$ cat config.mk
export PLATFORM = sky130hd
export DESIGN_NAME = prefetch_fold_queue
export DESIGN_NICKNAME = d
export VERILOG_FILES = /design/src/rtl/prefetch_fold_queue.sv
export SDC_FILE = /design/constraint.sdc
export NUM_CORES = 1
export LEC_CHECK = 0
export ABC_AREA = 1
export BUFFER_PORTS_ARGS = -buffer_cell sky130_fd_sc_hd__buf_2
export CORE_MARGIN = 1.5
export CORE_UTILIZATION = 63
export CTS_CLUSTER_DIAMETER = 40
export DETAILED_ROUTE_END_ITERATION = 10
export PLACE_DENSITY = 0.84
export SETUP_SLACK_MARGIN = 0.3
export SLEW_MARGIN = 20
export SYNTH_ARGS = -nofsm -noshare
export SYNTH_HDL_FRONTEND = slang
export SYNTH_SLANG_ARGS = --single-unit
$ cat constraint.sdc
create_clock -name clk -period 12.7 [get_ports clk]
set_input_delay 1.27 -clock clk [delete_from_list [all_inputs] [get_ports clk]]
set_output_delay 1.27 -clock clk [all_outputs]
set_load 0.01 [all_outputs]
$ cat src/rtl/prefetch_fold_queue.sv
module prefetch_fold_queue #(
  parameter int AW = 32,
  parameter int IW = 32,
  parameter int DEPTH = 7,
  parameter logic [AW-1:0] RESET_ADDR = '0
) (
  input  logic          clk,
  input  logic          rst_n,
  input  logic          fetch_valid,
  input  logic [IW-1:0] fetch_instr,
  input  logic [1:0]    fetch_tag,
  input  logic [AW-1:0] fetch_target,
  input  logic          fetch_hint,
  input  logic [1:0]    exec_mode,
  input  logic          flush,
  input  logic [AW-1:0] flush_addr,
  output logic          fetch_ready,
  output logic [AW-1:0] fetch_addr,
  input  logic          core_ready,
  output logic          out_valid,
  output logic [IW-1:0] out_instr,
  output logic [AW-1:0] out_addr,
  output logic          out_ret,
  output logic          out_folded
);
  localparam int PW = (DEPTH > 1) ? $clog2(DEPTH) : 1;
  localparam int CW = $clog2(DEPTH + 1);
  localparam logic [CW-1:0] FULL = CW'(DEPTH);
  localparam logic [PW-1:0] LAST = PW'(DEPTH - 1);

  logic [IW-1:0] q_instr [DEPTH];
  logic [AW-1:0] q_addr  [DEPTH];
  logic          q_ret   [DEPTH];
  logic          q_fold  [DEPTH];

  logic [PW-1:0] rd_ptr, wr_ptr;
  logic [CW-1:0] count;
  logic [AW-1:0] pc;
  logic          fold_pend;

  wire accept     = fetch_valid && fetch_ready && !flush;
  wire pred_taken = (fetch_tag == 2'd2) || (fetch_tag == 2'd1 && fetch_hint);
  wire fold_now   = accept && pred_taken && !exec_mode[1];
  wire push       = accept && !fold_now;
  wire pop        = out_valid && core_ready && !flush;

  assign fetch_ready = (count != FULL);
  assign fetch_addr  = pc;
  assign out_valid   = (count != '0);
  assign out_instr   = q_instr[rd_ptr];
  assign out_addr    = q_addr[rd_ptr];
  assign out_ret     = q_ret[rd_ptr];
  assign out_folded  = q_fold[rd_ptr];

  function automatic logic [PW-1:0] bump(input logic [PW-1:0] p);
    return (p == LAST) ? '0 : p + 1'b1;
  endfunction

  always_ff @(posedge clk) begin
    if (!rst_n) begin
      rd_ptr    <= '0;
      wr_ptr    <= '0;
      count     <= '0;
      pc        <= RESET_ADDR;
      fold_pend <= 1'b0;
    end else if (flush) begin
      rd_ptr    <= '0;
      wr_ptr    <= '0;
      count     <= '0;
      pc        <= flush_addr;
      fold_pend <= 1'b0;
    end else begin
      if (push) wr_ptr <= bump(wr_ptr);
      if (pop)  rd_ptr <= bump(rd_ptr);
      case ({push, pop})
        2'b10:   count <= count + 1'b1;
        2'b01:   count <= count - 1'b1;
        default: count <= count;
      endcase
      if (accept) pc <= pred_taken ? fetch_target : pc + AW'(4);
      if (fold_now)  fold_pend <= 1'b1;
      else if (push) fold_pend <= 1'b0;
    end
  end

  always_ff @(posedge clk) begin
    if (push) begin
      q_instr[wr_ptr] <= fetch_instr;
      q_addr[wr_ptr]  <= pc;
      q_ret[wr_ptr]   <= (fetch_tag == 2'd3);
      q_fold[wr_ptr]  <= fold_pend;
    end
  end
endmodule

==> results of run 1 <==
[logic make-up (layout without fill, tap and decap cells)]
kind of cell / count (synthesis) / count (layout) / share of synthesized area (%)
and+or+nand+nor: 610 / 610 / 12.1
DFF: 507 / 507 / 71.0
buffers and inverters: 164 / 382 / 3.55
xor gates and xnor gates: 12 / 12 / 0.505
AOI/OAI and AO/OA: 490 / 490 / 12.5
adders and majority gates: 3 / 3 / 0.217
[metrics by stage]
stage          setup slack [ns]  power, mW  instance area [um^2]  utilization (%)
3_3_place_gp               8.32       2.05                 22100             67.8
4_1_cts                    7.63       3.62                 23900             73.4
6_report                   7.66       3.61                 23900             73.4
2_1_floorplan              4.10       1.99                 20800                -
3_5_place_dp               8.23       2.06                 22100             67.8
5_1_grt                    7.34       3.71                 23900             73.4
[layer usage]
layer / routed length [um] / part of all wire, % / vias to the layer above
met3: 4700 / 9.6 / 104
met5: 13 / 0.027 / -
met2: 23800 / 49 / 824
met1: 19200 / 39 / 7098
met4: 1170 / 2.4 / 2
li1: - / - / 6760
[worst reg2reg max path: cells and delay by family (launching register included)]
kind | cells | cell delay, ns
DFF | 1 | 0.41
and+or+nand+nor | 7 | 1.47
buffers and inverters | 2 | 0.81
[final timing paths]
| check | start | endpoint | slack [ns] | cells after the start |
|---|---|---|---|---|
| min reg2reg | count[2] | count[2] | 0.50 | 2 |
| max | flop | out_addr[21] | 7.66 | 7 |
| max reg2reg | count[0] | q_instr[5][7] | 9.63 | 9 |
| min | count[2] | count[2] | 0.50 | 2 |
[synth_stat cells (all sizes together) (6+ instances only)]
cell	number
nor2	231
inv	61
xor2	8
o22ai	66
nand3	39
o211ai	6
nor3	6
buf	48
nand2	324
a31oi	8
dfxtp	45
o21ai	229
clkbuf	55
edfxtp	462
a21oi	170
[cell type report]
class / count / area [um^2] / share of cell area (%)
Clock buffer: 59 / 1390 / 5.83
Clock inverter: 40 / 427 / 1.79
Inverter: 61 / 240 / 1.01
Multi-Input combinational cell: 1115 / 5320 / 22.3
Sequential cell: 507 / 14800 / 61.9
Tap cell: 442 / 553 / 2.32
Timing Repair Buffer: 222 / 1160 / 4.86
[flip-flops by register name (all words and copies together), names as in the netlist, named ones only]
name,cells
fold_pend,1
fetch_addr,32
count,3
q_fold,7
rd_ptr,3
q_ret,7
q_addr,224
wr_ptr,3
q_instr,224
[power by group through the flow]
stage	Clock (mW)	Sequential, mW	Combinational [mW]
after floorplan	0	1.91	0.0804
after global placement	0	1.91	0.143
after detailed placement	0	1.91	0.147
after CTS	1.59	1.88	0.148
after global routing	1.66	1.88	0.165
final	1.58	1.88	0.149
==> impl_metrics.ini, run 1 <==
[routing]
firstDrtPassIters = 5
drt_iter0_drc = 1560
route.vias.total = 14788
ant_nets = 0
wirelength_um = 48900
post_drt_wl_per_cell_um = 20.0
vias_per_cell = 6.05
drc_errors = 0

[setup_path]
end_kind = output port
path_class = flop to output port
critPathLaunchType = flop
crit_buf_inv = 3
timing.critical_path.max_delay_family = buffers and inverters
arrival_ns = 3.77
slowest_delay_ns = 0.95
crit_chain = inv_6, buf_4, nand2_1, a21oi_1, a21oi_1, o21ai_0, buf_2
crit_path_top_delay_cell = buf_4
required_ns = 11.43
worstPathMaxFanout = 105
path_common_cell = a21oi_1

[sta]
hold_slack_ns = 0.504
drv_slew = 0
fmax_mhz = 198
setup_viol = 0
worst_pin_slew_ns = 1.13
skew_ns = 0.0233
hold_viol_final = 0
slew_headroom_pct = 24.7
fin_crit_ns = 5.04
fin_setup_tns_ns = 0
rsz0062_at_grt = false
min_period_over_period_pct = 39.7

[global_route]
grt.met2_usage_pct = 46.4
grtUsageTotal_pct = 28.5
grt_pass1_vias = 14011
grt_start_max_net_pins = 113
antenna_found_initial = 1
use_met1_pct = 38.1
grt_pass1_wl_um = 74000
grt_overflow_total = 0
grt_util_met3_pct = 5.65
grt_busiest_layer = met2

[logic_synthesis]
synth_area_leader_cell = edfxtp_1
synth_edf_count = 462
synth_top_area_share_pct = 66.7
synthArstFlopShare_pct = 0
ys_ff_latch = 507
synth_area_leaders = edfxtp_1 (67%), nand2_1 (5.7%), o21ai_0 (4.6%)
ys_seq_area_share_pct = 71.0
avgSynthCellArea_um2 = 11.6
yosys_warnings = 0
syn_area_um2 = 20800
synthFlopType = edfxtp_1
synth_cell_types = 45
syn_nets = 1895
synthesis.instances = 1786

[pwr]
switching_share_pct = 21.3
p_clk_share_pct = 43.8
seqPwrFrac_pct = 52.1
p_sw_mw = 0.769
p_per_area_nw_per_um2 = 151
peakVddDrop_mv = 0.109
combPwrFrac_pct = 4.1
internal-power_mw = 2.84
leakagePower_nw = 8.70

[run_status]
outcome = completed

[layout]
nNetsFinal = 2069
fillers = 2089
mostFrequentLayoutCells = edfxtp_1 (462), nand2_1 (316), nor2_1 (212)
area_growth_pct = 14.8
stdcell_count = 2446
antenna_cells = 0
final_common_cell = edfxtp_1
drive_gt1_share_pct = 18.1

[flow_run]
max_cap_viol_count = 0

[clocking]
cts-root-buf = clkbuf_16
path_clk_slew_ns = 0.06
post_cts_buffers = 0
numCtsBuffers = 53
tritoncts = done
cts_sinks = 507
clk_latency_ns = 0.58
hold_buffers = 0
cts_resized = 0
ctsLongestPathBuffers = 3
h-tree-depth = 2

[floorplanning]
start_util_pct = 63.9
die_area_um2 = 34100
fp-row-count = 66
die_x_um = 185
fp.coreArea_um2 = 32500
fp.dieH_um = 185
top_level_ports = 206

[placement]
dpl.cell_count = 2347
dpl.hpwl_um = 26700
gp_congestion = 0.907
port_buffers = 204

[worst_hold_path]
hp-class = flop to flop
(Power assumes the default switching activity.)
==> run 2: changes to the inputs <==
--- a/config.mk
+++ b/config.mk
@@ -8,10 +8,10 @@
 export ABC_AREA = 1
 export BUFFER_PORTS_ARGS = -buffer_cell sky130_fd_sc_hd__buf_2
 export CORE_MARGIN = 1.5
-export CORE_UTILIZATION = 63
+export CORE_UTILIZATION = 59
 export CTS_CLUSTER_DIAMETER = 40
 export DETAILED_ROUTE_END_ITERATION = 10
-export PLACE_DENSITY = 0.84
+export PLACE_DENSITY = 0.8
 export SETUP_SLACK_MARGIN = 0.3
 export SLEW_MARGIN = 20
 export SYNTH_ARGS = -nofsm -noshare
==> constraint.sdc (replaced) <==
create_clock -name clk -period 5.1 [get_ports clk]
set_input_delay 0.51 -clock clk [delete_from_list [all_inputs] [get_ports clk]]
set_output_delay 0.51 -clock clk [all_outputs]
set_load 0.01 [all_outputs]
==> run 2 against run 1 <==
Clock skew shrank 0.0068 ns. Die area grew 6.7%. Clock power grew to 2.6 times the previous value. Hold slack lost 0.32 ns. Sequential share of layout area shrank 0.39 points. Highest routed layer is now met4. Critical endpoint is now out_addr[19]. Routed wire length shrank 1.0%. Register-to-register slack lost 7.2 ns. Largest cell class unchanged. Via count shrank 1.4%. Flip-flop and latch count is the same. Clock-buffer cell count grew 8. Non-clock buffer count shrank 1.
==> impl_metrics.ini, run 2 (synthesized netlist as in run 1, its figures left out) <==
[sta]
hold_viol_final = 0
fmax_mhz = 281
hold_slack_ns = 0.185
drv_slew = 0
fin_setup_tns_ns = 0
worst_pin_slew_ns = 1.16
fin_crit_ns = 3.55
skew_ns = 0.0165
min_period_over_period_pct = 69.7
slew_headroom_pct = 23.0
rsz0062_at_grt = false
setup_viol = 0

[setup_path]
worstPathMaxFanout = 84
path_common_cell = o21ai_0
critPathLaunchType = flop
reg2reg_from = count[1]
end_kind = output port
path_class = flop to output port
r2r_cells = 9
required_ns = 4.59
arrival_ns = 3.04
crit_path_top_delay_cell = buf_4
crit_chain = buf_4, o21ai_0, o22ai_1, nand2_1, o21ai_0, buf_2
slowest_delay_ns = 0.74

[routing]
vias_per_cell = 5.91
drt_iter0_drc = 1258
ant_nets = 0
met3_wirelength_um = 4080
wl_met2_um = 23500
route.vias.total = 14579
post_drt_wl_per_cell_um = 19.6
firstDrtPassIters = 5
drc_errors = 0
met1_length_um = 19400
maxUsedRoutingLayer = met4
wirelength_um = 48400

[layout]
mostFrequentLayoutCells = edfxtp_1 (462), nand2_1 (316), nor2_1 (212)
drive_gt1_share_pct = 18.0
nNetsFinal = 2069
multiInputGateArea_um2 = 5350
regArea_um2 = 14800
area_growth_pct = 15.5
final_common_cell = edfxtp_1
fillers = 2329
stdcell_count = 2466

[global_route]
grt_pass1_vias = 14209
grt_pass1_wl_um = 74600
grt_overflow_total = 0
grtUsageTotal_pct = 26.6
grt_start_max_net_pins = 199
antenna_found_initial = 1

[floorplanning]
die_x_um = 191
fp.dieH_um = 191
top_level_ports = 206
fp.coreArea_um2 = 34600
start_util_pct = 60.1
fp-row-count = 68
die_area_um2 = 36400

[pwr]
leakagePower_nw = 8.72
peakVddDrop_mv = 0.304
p_per_area_nw_per_um2 = 381

[flow_run]
max_cap_viol_count = 0

[clocking]
clk_latency_ns = 0.58
tritoncts = done
ctsLongestPathBuffers = 3
cts_resized = 0
numCtsBuffers = 54
post_cts_buffers = 0
cts_sinks = 507
cts-root-buf = clkbuf_16
hold_buffers = 0
path_clk_slew_ns = 0.06
h-tree-depth = 2

[placement]
dpl.cell_count = 2359
port_buffers = 204
dpl.hpwl_um = 26200
gp_congestion = 0.879

[worst_hold_path]
min_from = fetch_instr[12]
hold_path_depth = 1
hp-class = primary input to flop

[run_status]
outcome = completed
run 2: worst paths after layout:
path / to / slack, ns
setup / recovery: out_addr[19] / 1.55
hold / removal: q_instr[5][12] / 0.18
setup reg to reg: q_instr[3][23] / 2.42
hold reg to reg: count[2] / 0.51
run 2: per-layer routing:
metal / GRT usage, % / vias to the layer above
li1: - / 6754
met1: 35.3 / 7033
met2: 43.9 / 685
met3: 4.42 / 107
met4: 11.0 / 0
met5: 0 / -
run 2: power breakdown:
part / internal (mW) / switching [mW] / total [mW]
Sequential: 4.60 / 0.0843 / 4.68
Combinational: 0.134 / 0.235 / 0.369
Clock: 2.48 / 1.62 / 4.10
Total: 7.21 / 1.94 / 9.15
run 2: area by class of cell:
type	instances	area share (%)
flip-flops and latches	507	61.5
multi-input cells	1115	22.3
clock buffers	67	6.09
repair buffers	221	4.83
well taps	455	2.37
clock inverters	35	1.86
inverters	61	1.00
diodes	5	0.0521
run 2: stage by stage:
stage	cell area (um^2)	worst slack (ns)	util, %	total power [mW]
final	24000	1.55	69.4	9.15
after global routing	24000	1.37	69.4	9.40
after detailed placement	22100	1.76	63.8	5.13
after global placement	22100	1.76	63.8	5.12
after CTS	24000	1.52	69.3	9.19
after floorplan	20800	0.0607	-	4.94
run 2: worst max-delay path: cells and delay by family, from the launching register on:
family / cells / cell delay, ns
buffers and inverters: 2 / 0.94
DFF: 1 / 0.72
and+or+nand+nor: 1 / 0.08
AOI/OAI and AO/OA: 3 / 0.66
==> run 3: changes to the inputs <==
==> constraint.sdc (replaced) <==
create_clock -name clk -period 3.4 [get_ports clk]
set_input_delay 0.34 -clock clk [delete_from_list [all_inputs] [get_ports clk]]
set_output_delay 0.34 -clock clk [all_outputs]
set_load 0.01 [all_outputs]
==> run 3 against run 2 <==
Setup slack got worse by 1.1 ns. Via count increased by 1.1%. Clock power increased by 54%. Critical path type unchanged. Highest routed layer unchanged.
==> impl_metrics.ini, run 3 (synthesized netlist as in run 1, its figures left out) <==
[run_status]
outcome = completed

[floorplanning]
die_area_um2 = 36400
fp.coreArea_um2 = 34600
start_util_pct = 60.1
fp-row-count = 68
fp.dieH_um = 191
top_level_ports = 206
die_x_um = 191

[layout]
mostFrequentLayoutCells = edfxtp_1 (462), nand2_1 (316), nor2_1 (212)
area_growth_pct = 18.3
final_util_pct = 71.0
fillers = 2331
drive_gt1_share_pct = 18.5
antenna_cells = 0
final_common_cell = edfxtp_1
nNetsFinal = 2110

[clocking]
cts-root-buf = clkbuf_16
h-tree-depth = 2
post_cts_buffers = 0
cts_sinks = 507
tritoncts = done
ctsLongestPathBuffers = 3
clk_latency_ns = 0.60
path_clk_slew_ns = 0.06
numCtsBuffers = 58

[setup_path]
timing.critical_path.max_delay_family = buffers and inverters
slowest_delay_ns = 0.55
path_common_cell = a21oi_1
required_ns = 3.06
end_kind = output port
critPathLaunchType = flop
crit_path_top_delay_cell = buf_16
worstPathMaxFanout = 198
crit_chain = buf_16, nand2_1, a21oi_1, a21oi_1, o21ai_0, buf_2
crit_buf_inv = 2
arrival_ns = 2.63
path_class = flop to output port

[routing]
drt_iter0_drc = 1358
ant_nets = 0
post_drt_wl_per_cell_um = 19.6
vias_per_cell = 5.89
wirelength_um = 49000
drc_errors = 0
route.vias.total = 14737
firstDrtPassIters = 5

[global_route]
grt_pass1_vias = 14155
grt_pass1_wl_um = 75400
grt_overflow_total = 0
antenna_found_initial = 0
grt_start_max_net_pins = 199
grtUsageTotal_pct = 27.0

[worst_hold_path]
hp-class = primary input to flop

[placement]
dpl.hpwl_um = 26700
dp_slack_ns = 0.543
gp_congestion = 0.884
port_buffers = 204

[sta]
hold_viol_final = 0
fin_crit_ns = 2.97
hold_slack_ns = 0.0206
rsz0062_at_grt = false
drv_slew = 0
fmax_mhz = 336
skew_ns = 0.0150
worst_pin_slew_ns = 0.862
fin_setup_tns_ns = 0
setup_viol = 0
min_period_over_period_pct = 87.5
slew_headroom_pct = 42.5
setup_slack_ns = 0.425

[pwr]
peakVddDrop_mv = 0.470
p_per_area_nw_per_um2 = 566
leakagePower_nw = 8.98

[flow_run]
max_cap_viol_count = 0
[run 3: cell types whose count changed in the layout (fill, tap and decap cells not counted), moves of 2 or more]
cell,change
buf_12,+10
buf_4,-3
clkbuf_1,-2
clkbuf_16,+2
clkbuf_8,+2
clkinv_1,+2
clkinvlp_4,-2
dfxtp_1,-3
dfxtp_2,+3
diode_2,-5
dlygate4sd3_1,+29
inv_6,-2
inv_8,+5
[run 3: final timing paths]
path              startpoint        endpoint  slack [ns]  depth (start not counted)
max reg2reg         count[0]   q_addr[3][27]        1.04                          9
max                     flop     out_addr[6]        0.43                          6
min          fetch_instr[26]  q_instr[0][26]        0.02                          1
min reg2reg         count[0]        count[0]        0.50                          1
[run 3: report_power, final]
part,total (mW),switching [mW],leakage [nW],internal (mW)
Sequential,7.02,0.126,4.57,6.90
Clock,6.32,2.51,0.975,3.81
Combinational,0.595,0.364,3.43,0.231
[run 3: layout make-up]
| cell class | count | area (um^2) | area share, % |
|---|---|---|---|
| clock inverter | 38 | 453 | 1.84 |
| inverter | 61 | 240 | 0.976 |
| multi-input combinational | 1115 | 5360 | 21.8 |
| sequential | 507 | 14800 | 60.1 |
| timing repair buffer | 258 | 1660 | 6.73 |
| tap | 455 | 569 | 2.31 |
| clock buffer | 69 | 1530 | 6.24 |
[run 3: layer usage]
metal  share of wire, %  up-vias  GRT usage (%)
met5                  0        -              0
met1                 40     7100           35.9
met2                 49      707           44.6
met3                8.7       94           4.62
li1                   -     6836              -
met4                2.6        0           10.3
[run 3: per-stage QoR]
stage,std cells,total power [mW],cell area [um^2]
after detailed placement,2367,7.71,22300
final,2503,13.9,24600
after CTS,2503,14.0,24600
after floorplan,1786,7.42,20900
after global routing,2503,14.3,24600
after global placement,2367,7.68,22300
[run 3: worst reg2reg max path, stage by stage, from the launching register on]
cell      delay [ns]
dfxtp_2         0.35
nand3_4         0.10
nand2_4         0.07
nor2_4          0.22
nand3_2         0.15
nand2_4         0.23
nor2_4          0.07
nand3_1         0.11
clkinv_2        0.41
buf_12          0.37
[run 3: repair_timing]
item / in CTS / in global routing
hold endpoints to repair: 203 / 0
setup endpoints to repair: 0 / 2
hold buffers: 29 / 0
resized for setup: 0 / 1
